===== config.mk =====
export PLATFORM = sky130hd
export DESIGN_NAME = pwm_updown_timer
export DESIGN_NICKNAME = d
export VERILOG_FILES = /design/src/rtl/pwm_timer_pkg.sv /design/src/rtl/pwm_cnt_fsm.sv /design/src/rtl/pwm_level_gen.sv /design/src/rtl/pwm_match_flag.sv /design/src/rtl/pwm_updown_timer.sv
export SDC_FILE = /design/constraint.sdc
export NUM_CORES = 1
export LEC_CHECK = 0
export BUFFER_PORTS_ARGS = -buffer_cell sky130_fd_sc_hd__buf_4
export CAP_MARGIN = 10
export CORE_MARGIN = 3
export CORE_UTILIZATION = 35
export CTS_BUF_LIST = sky130_fd_sc_hd__clkbuf_8 sky130_fd_sc_hd__clkbuf_16
export CTS_CLUSTER_DIAMETER = 40
export DETAILED_ROUTE_END_ITERATION = 8
export GPL_TIMING_DRIVEN = 0
export PLACE_DENSITY = 0.55
export RECOVER_POWER = 50
export SLEW_MARGIN = 20
export SYNTH_ARGS = -nofsm -noshare
export SYNTH_HDL_FRONTEND = slang
export SYNTH_SLANG_ARGS = --single-unit

===== constraint.sdc =====
create_clock -name clk -period 3.5 [get_ports clk]
set_input_delay 0.525 -clock clk [delete_from_list [all_inputs] [get_ports clk]]
set_output_delay 0.525 -clock clk [all_outputs]
set_load 0.05 [all_outputs]

===== src/rtl/pwm_timer_pkg.sv =====
package pwm_timer_pkg;

    typedef enum logic [1:0] {
        ST_EDGE_UP = 2'b00,
        ST_EDGE_DN = 2'b01,
        ST_CTR_UP  = 2'b10,
        ST_CTR_DN  = 2'b11
    } cnt_state_e;

    typedef enum logic {
        RULE_BELOW   = 1'b0,
        RULE_NOT_ABOVE = 1'b1
    } level_rule_e;

    localparam logic [1:0] ALIGN_EDGE    = 2'b00;
    localparam logic [1:0] CTR_FLAG_DN   = 2'b01;
    localparam logic [1:0] CTR_FLAG_UP   = 2'b10;
    localparam logic [1:0] CTR_FLAG_BOTH = 2'b11;

endpackage


===== src/rtl/pwm_cnt_fsm.sv =====
module pwm_cnt_fsm
    import pwm_timer_pkg::*;
#(
    parameter int CNT_W = 16
) (
    input  logic             clk,
    input  logic             rst_n,
    input  logic             en,
    input  logic [CNT_W-1:0] reload,
    input  logic [1:0]       align_sel,
    input  logic             dir_down,
    output logic [CNT_W-1:0] cnt_q,
    output logic             rising
);

    localparam logic [CNT_W-1:0] CNT_ZERO = '0;
    localparam logic [CNT_W-1:0] CNT_ONE  = {{(CNT_W-1){1'b0}}, 1'b1};

    cnt_state_e       state_q, state_d;
    logic [CNT_W-1:0] cnt_d;
    logic             edge_mode;
    logic             at_top;
    logic             at_bottom;

    assign edge_mode = (align_sel == ALIGN_EDGE);
    assign at_top    = (cnt_q >= reload);
    assign at_bottom = (cnt_q == CNT_ZERO);

    // Direction of the count held in the current state
    always_comb begin
        unique case (state_q)
            ST_EDGE_UP, ST_CTR_UP: rising = 1'b1;
            ST_EDGE_DN, ST_CTR_DN: rising = 1'b0;
            default:               rising = 1'b1;
        endcase
    end

    // State register
    always_ff @(posedge clk) begin
        if (!rst_n) begin
            state_q <= ST_EDGE_UP;
            cnt_q   <= CNT_ZERO;
        end else begin
            state_q <= state_d;
            cnt_q   <= cnt_d;
        end
    end

    // Next state and next count
    always_comb begin
        state_d = state_q;
        cnt_d   = cnt_q;
        if (en) begin
            if (edge_mode) begin
                if (dir_down) begin
                    state_d = ST_EDGE_DN;
                    cnt_d   = at_bottom ? reload : (cnt_q - CNT_ONE);
                end else begin
                    state_d = ST_EDGE_UP;
                    cnt_d   = at_top ? CNT_ZERO : (cnt_q + CNT_ONE);
                end
            end else begin
                unique case (state_q)
                    ST_EDGE_UP, ST_CTR_UP: begin
                        if (at_top) begin
                            state_d = ST_CTR_DN;
                            cnt_d   = at_bottom ? CNT_ZERO : (cnt_q - CNT_ONE);
                        end else begin
                            state_d = ST_CTR_UP;
                            cnt_d   = cnt_q + CNT_ONE;
                        end
                    end
                    ST_EDGE_DN, ST_CTR_DN: begin
                        if (at_bottom) begin
                            state_d = ST_CTR_UP;
                            cnt_d   = (reload == CNT_ZERO) ? CNT_ZERO : CNT_ONE;
                        end else begin
                            state_d = ST_CTR_DN;
                            cnt_d   = cnt_q - CNT_ONE;
                        end
                    end
                    default: begin
                        state_d = ST_EDGE_UP;
                        cnt_d   = CNT_ZERO;
                    end
                endcase
            end
        end
    end

endmodule


===== src/rtl/pwm_level_gen.sv =====
module pwm_level_gen
    import pwm_timer_pkg::*;
#(
    parameter int CNT_W = 16
) (
    input  logic             clk,
    input  logic             rst_n,
    input  logic [CNT_W-1:0] cnt,
    input  logic [CNT_W-1:0] reload,
    input  logic [CNT_W-1:0] cmp_val,
    input  logic [1:0]       align_sel,
    input  logic             dir_down,
    output logic             level_q
);

    level_rule_e rule;
    logic        saturate;
    logic        level_d;

    assign saturate = (cmp_val > reload);

    always_comb begin
        if ((align_sel == ALIGN_EDGE) && dir_down) begin
            rule = RULE_NOT_ABOVE;
        end else begin
            rule = RULE_BELOW;
        end
    end

    always_comb begin
        unique case (rule)
            RULE_BELOW:     level_d = saturate | (cnt < cmp_val);
            RULE_NOT_ABOVE: level_d = saturate | (cnt <= cmp_val);
            default:        level_d = 1'b0;
        endcase
    end

    always_ff @(posedge clk) begin
        if (!rst_n) begin
            level_q <= 1'b0;
        end else begin
            level_q <= level_d;
        end
    end

endmodule


===== src/rtl/pwm_match_flag.sv =====
module pwm_match_flag
    import pwm_timer_pkg::*;
#(
    parameter int CNT_W = 16
) (
    input  logic             clk,
    input  logic             rst_n,
    input  logic             en,
    input  logic [CNT_W-1:0] cnt,
    input  logic [CNT_W-1:0] cmp_val,
    input  logic [1:0]       align_sel,
    input  logic             rising,
    input  logic             flag_clr,
    output logic             flag_q
);

    logic hit;
    logic dir_ok;
    logic set_now;

    assign hit = (cnt == cmp_val);

    always_comb begin
        unique case (align_sel)
            ALIGN_EDGE:    dir_ok = 1'b1;
            CTR_FLAG_DN:   dir_ok = ~rising;
            CTR_FLAG_UP:   dir_ok = rising;
            CTR_FLAG_BOTH: dir_ok = 1'b1;
            default:       dir_ok = 1'b0;
        endcase
    end

    assign set_now = en & hit & dir_ok;

    always_ff @(posedge clk) begin
        if (!rst_n) begin
            flag_q <= 1'b0;
        end else if (set_now) begin
            flag_q <= 1'b1;
        end else if (flag_clr) begin
            flag_q <= 1'b0;
        end
    end

endmodule


===== src/rtl/pwm_updown_timer.sv =====
module pwm_updown_timer
    import pwm_timer_pkg::*;
#(
    parameter int CNT_W = 16
) (
    input  logic             clk,
    input  logic             rst_n,
    input  logic             en,
    input  logic [CNT_W-1:0] reload,
    input  logic [CNT_W-1:0] cmp_val,
    input  logic [1:0]       align_sel,
    input  logic             dir_down,
    input  logic             flag_clr,
    output logic             pwm_ref,
    output logic             cmp_flag,
    output logic [CNT_W-1:0] count
);

    logic [CNT_W-1:0] cnt_w;
    logic             rising_w;

    pwm_cnt_fsm #(.CNT_W(CNT_W)) u_cnt (
        .clk       (clk),
        .rst_n     (rst_n),
        .en        (en),
        .reload    (reload),
        .align_sel (align_sel),
        .dir_down  (dir_down),
        .cnt_q     (cnt_w),
        .rising    (rising_w)
    );

    pwm_level_gen #(.CNT_W(CNT_W)) u_level (
        .clk       (clk),
        .rst_n     (rst_n),
        .cnt       (cnt_w),
        .reload    (reload),
        .cmp_val   (cmp_val),
        .align_sel (align_sel),
        .dir_down  (dir_down),
        .level_q   (pwm_ref)
    );

    pwm_match_flag #(.CNT_W(CNT_W)) u_flag (
        .clk       (clk),
        .rst_n     (rst_n),
        .en        (en),
        .cnt       (cnt_w),
        .cmp_val   (cmp_val),
        .align_sel (align_sel),
        .rising    (rising_w),
        .flag_clr  (flag_clr),
        .flag_q    (cmp_flag)
    );

    assign count = cnt_w;

endmodule


======== Yosys cells after proc, flatten, opt, wreduce, memory -nomap -nowiden ========
Cells that the tools add are included.
operators by class
  bitwise logic cells ..................... 6
  equal/unequal tests ..................... 7
  div/mod/pow operators ................... 0
  $add $sub $neg .......................... 2
  reduce and logical (&&, ||, !) cells .... 9
  $mul .................................... 0
  magnitude comparators ................... 4
  shift-type cells ........................ 0
  muxes and demuxes ....................... 20
operators by type and width
  kind                   number
  $mux 16                7
  $logic_not 16->1       2
  $pmux 16 s2            1
  $add 16x1->16 const B  1
  $eq 16x16->1           1
  $ge 16x16->1           1
  $gt 16x16->1           1
  $le 16x16->1           1
  $lt 16x16->1           1
  $sub 16x1->16 const B  1
  $eq 2x2->1 const B     4
  $mux 1                 7
  $reduce_or 2->1        3
  $eq 2x1->1 const B     2
  $logic_not 2->1        2
  $pmux 1 s2             2
  $pmux 2 s2             1
  $pmux 1 s3             1
  $and 1x1->1            2
  $mux 2                 1
  $not 1->1              2
  $or 1x1->1             2
  $reduce_bool 2->1      1
  $logic_and 1x1->1      1
word-level totals
  memory bits (writable) .................. 0
  bits in latches ......................... 0
  output and inout bits ................... 18
  logic and storage cells ................. 52
  memory bits (read-only) ................. 0
  memories ................................ 0
  flip-flop bits (word level) ............. 20

======== Logic depth before layout (Yosys ltp) ========
Gate-level depths: netlist of run 1.
  word-level depth ........................ 7
  mapped depth ............................ 10
  mapped depth without buffers ............ 9

======== By module ========
A second synthesis of run 1 with hierarchy kept.
unflattened totals
  cells, all modules ...................... 477
  area total of the unflattened synthesis .. 3427.0 um^2
by module, submodules not included
  module          area each (um^2)  instances  sequential area each (um^2)  cells each
  pwm_cnt_fsm     2334.7            1          340.3                        326
  pwm_level_gen   829.5             1          20.0                         119
  pwm_match_flag  262.8             1          20.0                         32

======== Worst setup path after synthesis of run 1 ========
OpenSTA, ideal clock, no wires.
  path kind ............................... register to register
  start point ............................. register u_cnt.cnt_q[0]
  end point ............................... register u_cnt.cnt_q[0]
  cell stages (with the launch flop) ...... 11
  buffers on the path ..................... 1
  slack ................................... 0.688 ns
  data arrival time ....................... 2.717 ns
  library setup time ...................... 0.095 ns
  cell sequence ........................... dfxtp_1 -> inv_1 -> ha_1 -> nand2b_1 -> a2111oi_0 -> or4_4 -> nand4_1 -> buf_4 -> a21oi_1 -> a211oi_1 -> a221oi_1
between the ends
  cells in the longest elaborated chain, start to end .. 5
RTL lines
  item                                               RTL line           text
  start, declared                                    pwm_cnt_fsm.sv:12  output logic [CNT_W-1:0] cnt_q,
  start signal, assigned                             pwm_cnt_fsm.sv:45  cnt_q <= cnt_d;
  $sub 16x1->16 or $logic_not 16->1 (tied branches)  n/a
  $mux 16                                            pwm_cnt_fsm.sv:67  cnt_d = at_bottom ? CNT_ZERO : (cnt_q - CNT_ONE);
  $mux 16                                            pwm_cnt_fsm.sv:65  if (at_top) begin
  $pmux 16 s2                                        pwm_cnt_fsm.sv:63  unique case (state_q)
  $mux 16 *                                          pwm_cnt_fsm.sv:54  if (edge_mode) begin
Mark *: on every way between the ends. The rest lies on a longest branch, timed or not.
A chain may end at the register's enable or synchronous reset.

======== Final worst setup path of run 1 ========
  start point ............................. register u_cnt.cnt_q[15]
  end point ............................... register u_cnt.cnt_q[5]
between the ends
  cells in the longest elaborated chain, start to end .. 5
RTL lines
  item                                                                  RTL line
  parallel branches: the longest is 4 deep, another holds $ge 16x16->1  n/a
  $mux 16 *                                                             pwm_cnt_fsm.sv:54
Mark *: on every way between the ends.

==> qor.yml, run 1 <==
routing:
  ant_nets: 0
  vias_per_cell: 6.10
  drt_first_pass_iters: 6
  wl_per_cell_um: 19.9
  via_count: 3779
  first_iter_violations: 366
  remaining_drc_errors: 0
  routed_wl_um: 12300
cts:
  cts.clk_slew.worst_paths_ns: 0.10
  cts_inserted_buffers: 3
  postCtsSetupBuffers: 0
  holdBufCountCts: 0
  clockBufferDepth: 2
  clk_latency_ns: 0.28
  cts.sinks: 19
  cts_max_level: 1
  cts_tree: "yes"
  root_buffer: "clkbuf_8"
  post_cts_resized: 0
power_and_ir_drop:
  switchingPower_uw: 842
  p_sw_share_pct: 55.2
  p_int_uw: 683
  max-vdd-ir-drop_v: 0.000223
  p_leak_uw: 0.00169
  seqPwrFrac_pct: 21.3
  power_frac_clock_pct: 11.9
  powerDensity_nw_per_um2: 405
  comb_power_share_pct: 66.9
sta:
  rsz0062_at_grt: "no"
  period_share_pct: 86.2
  slew_violations: 0
  worst_slew_pin_slew_ns: 0.771
  fin_crit_ns: 3.02
  hold_viol_final: 0
  setup_viol: 0
  slew_headroom_pct: 48.6
  setup_tns_ns: 0
  fmax_ghz: 0.331
  worst_clock_skew_ns: 0.00885
setup_path:
  crit_type: "register to register"
  endpoint_kind: "register"
  crit_end: "u_cnt.cnt_q[5]"
  required_ns: 3.62
  rrSetupSlack_ns: 0.48
  r2r-end: "u_cnt.cnt_q[5]"
  critPathMaxFanout: 10
  r2r_start: "u_cnt.cnt_q[15]"
  cp-start-kind: "register"
  cp.arrival_ns: 3.14
  r2r_cells: 9
  startpoint: "u_cnt.cnt_q[15]"
synth:
  synth-seq-cells: 19
  async_reset_ff_share_pct: 0
  ys.flop_type: "dfxtp_1"
  ys_seq_area_share_pct: 11.8
  synth_edf_count: 0
  synth_warnings: 0
  syn_inst: 452
  syn_area_um2: 3230
  synth_nets: 545
  syn_area_per_cell_um2: 7.14
  synth_cell_types: 61
layout:
  instances_no_fill: 620
  final_nets: 606
  diodes: 0
  syn_to_final_growth_pct: 16.6
  final_layout_size_suffix_gt1_share_pct: 12.7
die:
  initial_utilization_pct: 36.5
  io_pins: 57
  die_x_um: 102
  rows: 34
  dieArea_um2: 10400
  die_h_um: 102
  core_area_um2: 8850
global_route:
  grt_pass1_wl_um: 19200
  grt_max_degree: 13
  grt_pass1_vias: 3559
  antenna_found_initial: 0
  grt_usage_pct: 23.7
  grt_overflow: 0
worst_hold_path:
  hp-class: "register to register"
placed_design:
  placed_cells: 616
  numPortBuffers: 56
  place_congestion: 0.938
  dp_hpwl_um: 9570
status:
  status: "finished clean"
job:
  maxCapViolCount: 0
==> sequential cells by signal, indices dropped and copies added (netlist names) <==
register         cells
u_flag.flag_q        1
u_level.level_q      1
u_cnt.state_q        1
u_cnt.cnt_q         16
==> stage by stage <==
stage / area [um2] / util (%) / setup slack [ns] / power [uW] / hold slack, ns
3_3_place_gp: 3780 / 42.8 / 0.351 / 1340 / 0.465
6_report: 3770 / 42.6 / 0.481 / 1530 / 0.480
2_1_floorplan: 3230 / - / 0.688 / 1040 / 0.505
3_5_place_dp: 3780 / 42.8 / 0.361 / 1350 / 0.467
4_1_cts: 3830 / 43.3 / 0.561 / 1540 / 0.489
5_1_grt: 3770 / 42.6 / 0.259 / 1640 / 0.504
==> cells in the final DEF, fill, tap and decap left out, types with 6 or more instances in the layout <==
cell type / instances
nand3_1: 19
a21oi_1: 25
nand2b_1: 7
xor2_1: 7
nand4_1: 13
nor3_1: 21
nand2_1: 33
nor2_1: 32
o21a_1: 6
buf_2: 7
or3_1: 7
buf_4: 40
o21ai_0: 27
ha_1: 54
clkbuf_1: 32
dfxtp_1: 19
inv_1: 48
o221ai_1: 6
nor4_1: 14
xnor2_1: 7
a21o_1: 7
a211oi_1: 6
==> critical path, stage by stage, from the launching register on <==
cell and delay (ns):
dfxtp_1 0.44, ha_1 0.37, and4_1 0.22, nand4_1 0.18
or4_4 0.62, nand4_1 0.22, buf_4 0.24, o21ai_0 0.12
a211oi_1 0.31, o32ai_1 0.15
==> metal layers <==
layer	wire [um]	vias to the layer above	share of wire, %	GRT usage, %
li1	-	1811	-	-
met1	5480	1748	45	34.0
met2	5390	197	44	37.2
met3	1140	23	9.2	4.51
met4	299	0	2.4	4.64
met5	0	-	0	0
==> logic make-up (layout without fill, tap and decap cells) <==
group | Yosys count | count (layout) | synth area share [%]
xor+xnor | 14 | 14 | 3.80
flops | 19 | 19 | 11.8
compound gates | 121 | 121 | 25.3
simple gates | 171 | 171 | 28.8
fa+ha+maj | 54 | 54 | 20.9
mux | 2 | 2 | 0.659
buf+inv | 71 | 131 | 8.76
==> layout make-up <==
| cell class | instances | area, um2 |
|---|---|---|
| Multi-Input combinational cell | 362 | 2570 |
| Sequential cell | 19 | 380 |
| Timing Repair Buffer | 56 | 353 |
| Fill cell | 966 | 5080 |
| Inverter | 48 | 180 |
| Buffer | 23 | 103 |
| Clock buffer | 3 | 41.3 |
| Tap cell | 108 | 135 |
| Clock inverter | 1 | 7.51 |
==> Yosys cell counts (3+ instances only) <==
master	number	area share, %
a211oi_1	6	1.4
a21o_1	7	1.6
a21oi_1	25	3.9
a221oi_1	3	0.81
a31oi_1	5	0.97
and3_1	3	0.58
and4_1	4	1.1
buf_2	7	1.1
clkbuf_1	14	1.6
dfxtp_1	19	12
ha_1	54	21
inv_1	48	5.6
nand2_1	33	3.8
nand2b_1	7	1.4
nand3_1	19	2.9
nand4_1	13	2.5
nor2_1	32	3.7
nor3_1	21	3.3
nor3_2	3	0.93
nor4_1	14	2.7
o211ai_1	4	0.93
o21a_1	6	1.4
o21ai_0	27	4.2
o221ai_1	6	1.6
o22ai_1	3	0.58
o31ai_1	5	1.2
or3_1	7	1.4
xnor2_1	7	1.9
xor2_1	7	1.9
==> how the worst min path moves through the flow <==
stage	from	to	slack [ns]	cells after the start
floorplan	u_cnt.state_q[0]	u_cnt.state_q[0]	0.50	2
global placement	u_flag.flag_q	u_flag.flag_q	0.46	2
detailed placement	u_flag.flag_q	u_flag.flag_q	0.47	2
CTS	u_flag.flag_q	u_flag.flag_q	0.49	2
global route	flag_clr	u_flag.flag_q	0.50	3
finish	u_flag.flag_q	u_flag.flag_q	0.48	2
==> power groups by stage <==
stage	Combinational, uW	Sequential (uW)	Clock, uW
global route	1120	333	193
finish	1020	325	181
detailed placement	1020	333	0
global placement	1010	331	0
floorplan	629	413	0
CTS	1030	327	186
Power figures use the tool's default switching activity.
==> inputs of run 2 (changes only) <==
==> constraint.sdc (replaced) <==
create_clock -name clk -period 2.8 [get_ports clk]
set_input_delay 0.42 -clock clk [delete_from_list [all_inputs] [get_ports clk]]
set_output_delay 0.42 -clock clk [all_outputs]
set_load 0.05 [all_outputs]
==> run 2 against run 1 <==
Clock power is 24% higher. Sequential power is 26% higher. Largest power group unchanged. Utilization is 0.91 points higher. Highest routed layer unchanged. Clock skew is 0.0015 ns lower. Global-route usage is 0.30 points higher. First-iteration DRC count is 16% higher. Design area is 2.1% higher. Via count is 1.5% higher. Die area stayed put.
==> qor.yml, run 2 (synthesis gave the netlist of run 1 again) <==
status:
  status: "finished clean"
routing:
  wl_met2_um: 5290
  wl_met1_um: 5640
  drt_first_pass_iters: 6
  wl_per_cell_um: 20.1
  first_iter_violations: 424
  routed_wl_um: 12500
  remaining_drc_errors: 0
  ant_nets: 0
  vias_per_cell: 6.14
  top_layer: "met4"
  met3WireLength_um: 1140
  via_count: 3837
layout:
  diodes: 0
  layout_commonest_cell: "ha_1"
  top_register: "u_cnt.cnt_q"
  final_layout_size_suffix_gt1_share_pct: 15.3
  syn_to_final_growth_pct: 19.1
  layout_common_cells: "ha_1 (54), inv_1 (49), buf_4 (48)"
  utilization_pct: 43.5
  final_nets: 611
  largest_reg_flops: 16
die:
  io_pins: 57
  die_h_um: 102
  dieArea_um2: 10400
  rows: 34
  initial_utilization_pct: 36.5
  core_area_um2: 8850
  die_x_um: 102
job:
  maxCapViolCount: 0
setup_path:
  cp-start-kind: "register"
  endpoint_kind: "register"
  required_ns: 2.92
  r2r_start: "u_cnt.cnt_q[0]"
  critPathMaxFanout: 10
  startpoint: "u_cnt.cnt_q[0]"
  crit_end: "u_cnt.cnt_q[5]"
  cp.arrival_ns: 2.81
  r2r-end: "u_cnt.cnt_q[5]"
  crit_type: "register to register"
  rrSetupSlack_ns: 0.11
  r2r_cells: 9
power_and_ir_drop:
  max-vdd-ir-drop_v: 0.000292
  power_frac_clock_pct: 11.6
  p_leak_uw: 0.00174
  p_sw_share_pct: 55.0
  seqPwrFrac_pct: 21.1
  powerDensity_nw_per_um2: 503
  switchingPower_uw: 1060
  power_uw: 1940
  p_int_uw: 871
  comb_power_share_pct: 67.3
placed_design:
  place_congestion: 0.955
  dp_hpwl_um: 9700
  dp_slack_ns: -0.245
  numPortBuffers: 56
sta:
  period_share_pct: 96.0
  worst_slew_pin_slew_ns: 0.742
  rsz0062_at_grt: "yes"
  fmax_ghz: 0.372
  setup_viol: 0
  hold_viol_final: 0
  slew_violations: 0
  fin_crit_ns: 2.69
  worst_clock_skew_ns: 0.00738
  fin_ws_ns: 0.112
  setup_tns_ns: 0
  hold_ws_ns: 0.395
  slew_headroom_pct: 50.6
global_route:
  grt_pass1_wl_um: 19300
  grt_usage_pct: 24.0
  grt_pass1_vias: 3535
  grt_max_degree: 11
  grt_overflow: 0
  antenna_found_initial: 0
cts:
  cts.clk_slew.worst_paths_ns: 0.10
  cts.sinks: 19
  root_buffer: "clkbuf_8"
  cts_inserted_buffers: 3
  cts_max_level: 1
  clk_latency_ns: 0.28
  cts_tree: "yes"
  clockBufferDepth: 2
worst_hold_path:
  hp-class: "input pin to register"
-- run 2: changes by cell type in the layout (fill, tap and decap cells not counted), sizes merged --
cell / change
buf: +8
clkbuf: -3
clkinvlp: -1
inv: +1
-- run 2: how the worst min path moves through the flow --
stage / start / to / slack [ns] / cells after the start
2_1_floorplan: u_cnt.state_q[0] / u_cnt.state_q[0] / 0.50 / 2
4_1_cts: flag_clr / u_flag.flag_q / 0.40 / 3
6_report: flag_clr / u_flag.flag_q / 0.40 / 3
3_5_place_dp: u_flag.flag_q / u_flag.flag_q / 0.47 / 2
5_1_grt: flag_clr / u_flag.flag_q / 0.40 / 3
3_3_place_gp: u_flag.flag_q / u_flag.flag_q / 0.47 / 2
-- run 2: power groups by stage --
stage	clock [uW]	combinational [uW]	sequential (uW)
global route	236	1420	416
floorplan	0	787	516
global placement	0	1260	415
finish	224	1300	409
detailed placement	0	1270	416
CTS	226	1280	410
-- run 2: what timing repair did --
| item | CTS | global route |
|---|---|---|
| pin swaps | 1 | 3 |
| hold buffers | 0 | 0 |
| endpoints found under the setup margin | 6 | 15 |
| setup buffers | 1 | 4 |
| endpoints found under the hold margin | 0 | 0 |
| resized for setup | 3 | 6 |
-- run 2: through the flow --
step,std cells,area (um2)
4_1_cts,621,3840
6_report,625,3850
5_1_grt,625,3850
3_5_place_dp,616,3790
3_3_place_gp,616,3790
2_1_floorplan,452,3230
-- run 2: area by class of cell --
type                    instances  area (um2)
well taps                     108         135
plain buffers                  23         109
flip-flops and latches         19         385
clock buffers                   3        41.3
fillers                       961        5000
inverters                      48         180
multi-input cells             362        2590
clock inverters                 1        3.75
repair buffers                 61         405
-- run 2: routing by layer --
metal / vias up / track usage, %
met5: - / 0
met4: 0 / 8.78
met3: 36 / 3.07
met2: 211 / 36.3
met1: 1774 / 34.8
li1: 1816 / -
-- run 2: critical path: stages, from the launching register on --
cell	delay (ns)
dfxtp_2	0.43
inv_1	0.16
ha_1	0.29
nand2b_1	0.15
a2111oi_2	0.35
or4_4	0.21
nand4_4	0.23
buf_4	0.28
a311oi_1	0.29
o32ai_1	0.13
